$ cat config.mk
export PLATFORM = sky130hd
export DESIGN_NAME = pixfmt_conv
export DESIGN_NICKNAME = d
export VERILOG_FILES = /design/src/rtl/pixfmt_conv.sv
export SDC_FILE = /design/constraint.sdc
export NUM_CORES = 1
export LEC_CHECK = 0
export ABC_AREA = 1
export BUFFER_PORTS_ARGS = -buffer_cell sky130_fd_sc_hd__buf_2
export CAP_MARGIN = 10
export CORE_UTILIZATION = 55
export DETAILED_ROUTE_END_ITERATION = 6
export PLACE_DENSITY = 0.82
export SLEW_MARGIN = 20
export SYNTH_ARGS = -nofsm -noshare
export SYNTH_HDL_FRONTEND = slang
export SYNTH_SLANG_ARGS = --single-unit
$ cat constraint.sdc
create_clock -name clk -period 5.75 [get_ports clk]
set_clock_uncertainty 0.15 [all_clocks]
set_input_delay 0.575 -clock clk [delete_from_list [all_inputs] [get_ports clk]]
set_output_delay 0.575 -clock clk [all_outputs]
set_load 0.005 [all_outputs]
$ cat src/rtl/pixfmt_conv.sv
module pixfmt_conv #(
  parameter int SCALE_LSB = 3,
  parameter int WIDE      = 64
) (
  input  logic        clk,
  input  logic        rst_n,
  input  logic        in_valid,
  input  logic [8:0]  opcode,
  input  logic [63:0] src_a,
  input  logic [63:0] src_b,
  input  logic [31:0] scale_cfg,
  output logic        out_valid,
  output logic [63:0] result,
  output logic        illegal
);

  localparam logic [8:0] OP_PACK16 = 9'h03B;
  localparam logic [8:0] OP_PACK32 = 9'h03A;
  localparam logic [8:0] OP_PACKFX = 9'h03D;
  localparam logic [8:0] OP_EXPAND = 9'h04D;
  localparam logic [8:0] OP_MERGE  = 9'h04B;
  localparam logic [63:0] P32_HOLE = 64'h0000_00ff_0000_00ff;

  logic [3:0]  sc4;
  logic [4:0]  sc5;
  logic [63:0] nxt;
  logic        bad;
  logic signed [WIDE-1:0] t;

  assign sc4 = scale_cfg[SCALE_LSB +: 4];
  assign sc5 = scale_cfg[SCALE_LSB +: 5];

  function automatic logic [7:0] clamp_u8(input logic signed [WIDE-1:0] v);
    if (v < 0)        return 8'h00;
    else if (v > 255) return 8'hff;
    else              return v[7:0];
  endfunction

  function automatic logic [15:0] sat_s16(input logic signed [WIDE-1:0] v);
    if (v < -32768)     return 16'h8000;
    else if (v > 32767) return 16'h7fff;
    else                return v[15:0];
  endfunction

  always_comb begin
    nxt = '0;
    bad = 1'b0;
    t   = '0;
    case (opcode)
      OP_PACK16:
        for (int k = 0; k < 4; k++) begin
          t = {{(WIDE-16){src_b[16*k+15]}}, src_b[16*k +: 16]};
          t = t <<< sc4;
          t = t >>> 7;
          nxt[8*k +: 8] = clamp_u8(t);
        end
      OP_PACK32: begin
        nxt = (src_a << 8) & ~P32_HOLE;
        for (int k = 0; k < 2; k++) begin
          t = {{(WIDE-32){src_b[32*k+31]}}, src_b[32*k +: 32]};
          t = t <<< sc5;
          t = t >>> 23;
          nxt[32*k +: 8] = clamp_u8(t);
        end
      end
      OP_PACKFX:
        for (int k = 0; k < 2; k++) begin
          t = {{(WIDE-32){src_b[32*k+31]}}, src_b[32*k +: 32]};
          t = t <<< sc5;
          t = t >>> 16;
          nxt[16*k +: 16] = sat_s16(t);
        end
      OP_EXPAND:
        for (int k = 0; k < 4; k++)
          nxt[16*k +: 16] = {4'h0, src_b[8*k +: 8], 4'h0};
      OP_MERGE:
        for (int k = 0; k < 4; k++)
          nxt[16*k +: 16] = {src_a[8*k +: 8], src_b[8*k +: 8]};
      default: bad = 1'b1;
    endcase
  end

  always_ff @(posedge clk) begin
    if (!rst_n) begin
      out_valid <= 1'b0;
      result    <= '0;
      illegal   <= 1'b0;
    end else begin
      out_valid <= in_valid;
      if (in_valid) begin
        result  <= nxt;
        illegal <= bad;
      end
    end
  end

  assert_valid_rise_R2: assert property (@(posedge clk) disable iff (!rst_n)
    in_valid |=> out_valid);
  assert_valid_fall_R2: assert property (@(posedge clk) disable iff (!rst_n)
    !in_valid |=> !out_valid);
  assert_hold_R2: assert property (@(posedge clk) disable iff (!rst_n)
    !in_valid |=> ($stable(result) && $stable(illegal)));
  assert_illegal_zero_R1: assert property (@(posedge clk) disable iff (!rst_n)
    illegal |-> (result == 64'd0));
  assert_pack16_upper_R4: assert property (@(posedge clk) disable iff (!rst_n)
    (in_valid && opcode == OP_PACK16) |=> (result[63:32] == 32'd0));
  assert_packfx_upper_R7: assert property (@(posedge clk) disable iff (!rst_n)
    (in_valid && opcode == OP_PACKFX) |=> (result[63:32] == 32'd0));
  assert_expand_zero_R8: assert property (@(posedge clk) disable iff (!rst_n)
    (in_valid && opcode == OP_EXPAND) |=> ((result & 64'hf00f_f00f_f00f_f00f) == 64'd0));

endmodule

==> flow_metrics.env <==
export IMPL_status="finished, violations left"
export IMPL_failed_checks="design-rule violations"
export IMPL_syn_nets=2062
export IMPL_clockRootBuffer="clkbuf_16"
export IMPL_total_power_mw=1.810
export IMPL_p_per_area_nw_per_um2=171.5
export IMPL_via_per_inst=6.052
export IMPL_tightest_slew_ns=1.059
export IMPL_rows=47
export IMPL_first_pass_iters=7
export IMPL_fin_ws_ns=1.939
export IMPL_fillCellCount=1764
export IMPL_maxSlewHeadroom_pct=29.21
export IMPL_slowest_delay_ns=0.65
export IMPL_synth_cells=1890
export IMPL_cts_hold_buffers=0
export IMPL_nets=2169
export IMPL_clk_latency_ns=0.33
export IMPL_area_delta_synth_final_pct=12.53
export IMPL_crit_top_cell="nand2_1"
export IMPL_grt_max_degree=89
export IMPL_finalSetupViolations=0
export IMPL_finalHoldWorstSlack_ns=0.3126
export IMPL_startpoint_type="input port"
export IMPL_grt_overflow_total=0
export IMPL_drive_gt1_share_pct=12.89
export IMPL_drt_initial_drc_count=1670
export IMPL_tns_ns=0
export IMPL_remaining_drc_errors=13
export IMPL_ios=238
export IMPL_vias=13460
export IMPL_cts_setup_buffers=0
export IMPL_max_freq_mhz=262.4
export IMPL_die_w_um=132.6
export IMPL_finalWirelength_mm=39.17
export IMPL_cts_tree="done"
export IMPL_cp_required_ns=5.84
export IMPL_grt_pass1_vias=11800
export IMPL_p_leak_nw=5.497
export IMPL_endpoint_kind="flip-flop"
export IMPL_hp_class="flip-flop to flip-flop"
export IMPL_rsz0062_at_grt="no"
export IMPL_grt_usage_pct=43.46
export IMPL_pre_cts_slack_ns=1.762
export IMPL_cp_max_fo=51
export IMPL_yosys_register_bits=66
export IMPL_cts_sinks=66
export IMPL_io_buffer_count=202
export IMPL_arrival_ns=3.90
export IMPL_grt_pass1_wl_mm=61.23
export IMPL_r2r_cells=2
export IMPL_core_area_um2=16640
export IMPL_clk_pin_slew_worst_paths_ns=0.06
export IMPL_cts_htree_levels=3
export IMPL_hold_violations=0
export IMPL_min_path_cells=2
export IMPL_ys_warnings_count=0
export IMPL_maxCapViolCount=0
export IMPL_ys_types=43
export IMPL_clockBufferDepth=2
export IMPL_antenna_found_initial=3
export IMPL_gp_congestion=1.034
export IMPL_postRouteAntennaNets=0
export IMPL_syn_area_um2=9375
export IMPL_numCtsBuffers=9
export IMPL_design_die_area_um2=17570
export IMPL_avgSynthCellArea_um2=4.960
export IMPL_worstPathCellList="buf_2, inv_2, buf_4, nand3_1, nand2_1, nand2_1, nand2_1, nand2_1, nand3_1, nand2_1, nor2_1, nand3_1, nor2_2, nand3_2, a21oi_4, nand2_1, nand3_1, nand2_1, a21oi_1"
export IMPL_fin_crit_sh_pct=66.27
export IMPL_fin_area_um2=10550
export IMPL_placed_area_um2=10190
export IMPL_path_class="input port to flip-flop"
export IMPL_maxSlewViolCount=0
export IMPL_wl_per_cell_um=17.61
export IMPL_irDropWorstVdd_uv=184.7
export IMPL_cts_resized=0
export IMPL_yosysSeqAreaShare_pct=14.09
export IMPL_fin_crit_ns=3.811
export IMPL_critPathSlowestCell="inv_2"
export IMPL_die_y_um=132.6
export IMPL_dp_hpwl_mm=29.37
export IMPL_start_util_pct=56.33
[cell usage in the layout (no fill, tap or decap), types with 17 or more instances in the layout]
cell	netlist	final
a21oi_1	104	104
buf_2	41	202
dfxtp_1	66	66
inv_1	96	94
nand2_1	874	873
nand3_1	374	374
nor2_1	80	80
o21ai_0	57	57
o221ai_1	17	17
[routing by layer]
layer	track usage [%]	share of wire (%)
met1	58.73	40
met3	6.207	13
met4	16.09	4.1
met5	0	0.023
met2	69.88	43
[synthesized netlist by cell type (all sizes together)]
cell type  number  share of area (%)
buf            74                4.3
a21oi         110                6.2
nand4           8               0.53
nand2         880                 35
nand3         377                 20
inv           101                4.1
nand3b          2               0.16
a22oi           5               0.40
and2            3               0.20
o221ai         17                1.6
nor2           82                3.4
nor4b           1              0.093
nor3           10               0.59
nor4            4               0.43
o2111ai         1              0.093
a31oi           5               0.33
o31ai           1              0.080
a22o            4               0.37
o21ai          62                3.3
a41oi           1              0.093
clkbuf         45                1.8
clkinv          2              0.080
dfxtp          66                 14
o211ai         13                1.0
nor3b           1              0.080
o22ai          13               0.87
o21a            2               0.16
[worst max-delay path, delay by kind of cell]
kind	cells	cell delay (ns)
AO/OA/AOI/OAI	2	0.53
buffers and inverters	3	1.14
AND/OR/NAND/NOR	14	1.63
[per-stage QoR]
| step | cells | util [%] |
|---|---|---|
| global route | 2224 | 63.39 |
| detailed placement | 2206 | 61.23 |
| CTS | 2222 | 63.34 |
| finish | 2224 | 63.39 |
| floorplan | 1890 | - |
| global placement | 2206 | 61.23 |
[power by group]
| group | switching, mW | total [mW] | leakage, nW | internal (mW) |
|---|---|---|---|---|
| Clock | 0.211 | 0.648 | 0.173 | 0.437 |
| Sequential | 0.000760 | 0.460 | 0.532 | 0.459 |
| Combinational | 0.503 | 0.703 | 4.79 | 0.200 |
| Total | 0.714 | 1.81 | 5.50 | 1.10 |
[kinds of logic (layout without fill, tap and decap cells)]
| logic type | Yosys count | count (layout) | synth area share [%] |
|---|---|---|---|
| buffers and inverters | 222 | 334 | 10.22 |
| DFF | 66 | 66 | 14.09 |
| and+or+nand+nor | 1368 | 1368 | 61.15 |
| other | 0 | 2 | 0 |
| AOI/OAI and AO/OA | 234 | 234 | 14.53 |
[worst paths after layout]
kind	slack [ns]	to	start
setup / recovery	1.94	result[1]	scale_cfg[4]
setup reg to reg	4.82	result[51]	result[51]
hold / removal	0.31	result[20]	result[20]
hold reg to reg	0.31	result[20]	result[20]
[flip-flops by register name, summed over array words and instances (netlist names)]
name	cells
illegal	1
out_valid	1
result	64
[final cells by class]
type | count | area, um2 | area share (%)
multi-input combinational | 1602 | 7098 | 67.28
tap | 220 | 275.3 | 2.609
inverter | 103 | 390.4 | 3.700
antenna | 2 | 5.005 | 0.04744
clock buffer | 10 | 239.0 | 2.265
sequential | 66 | 1321 | 12.52
timing repair buffer | 215 | 1109 | 10.51
clock inverter | 6 | 112.6 | 1.067
No activity file was read; power rests on OpenSTA's default activity.
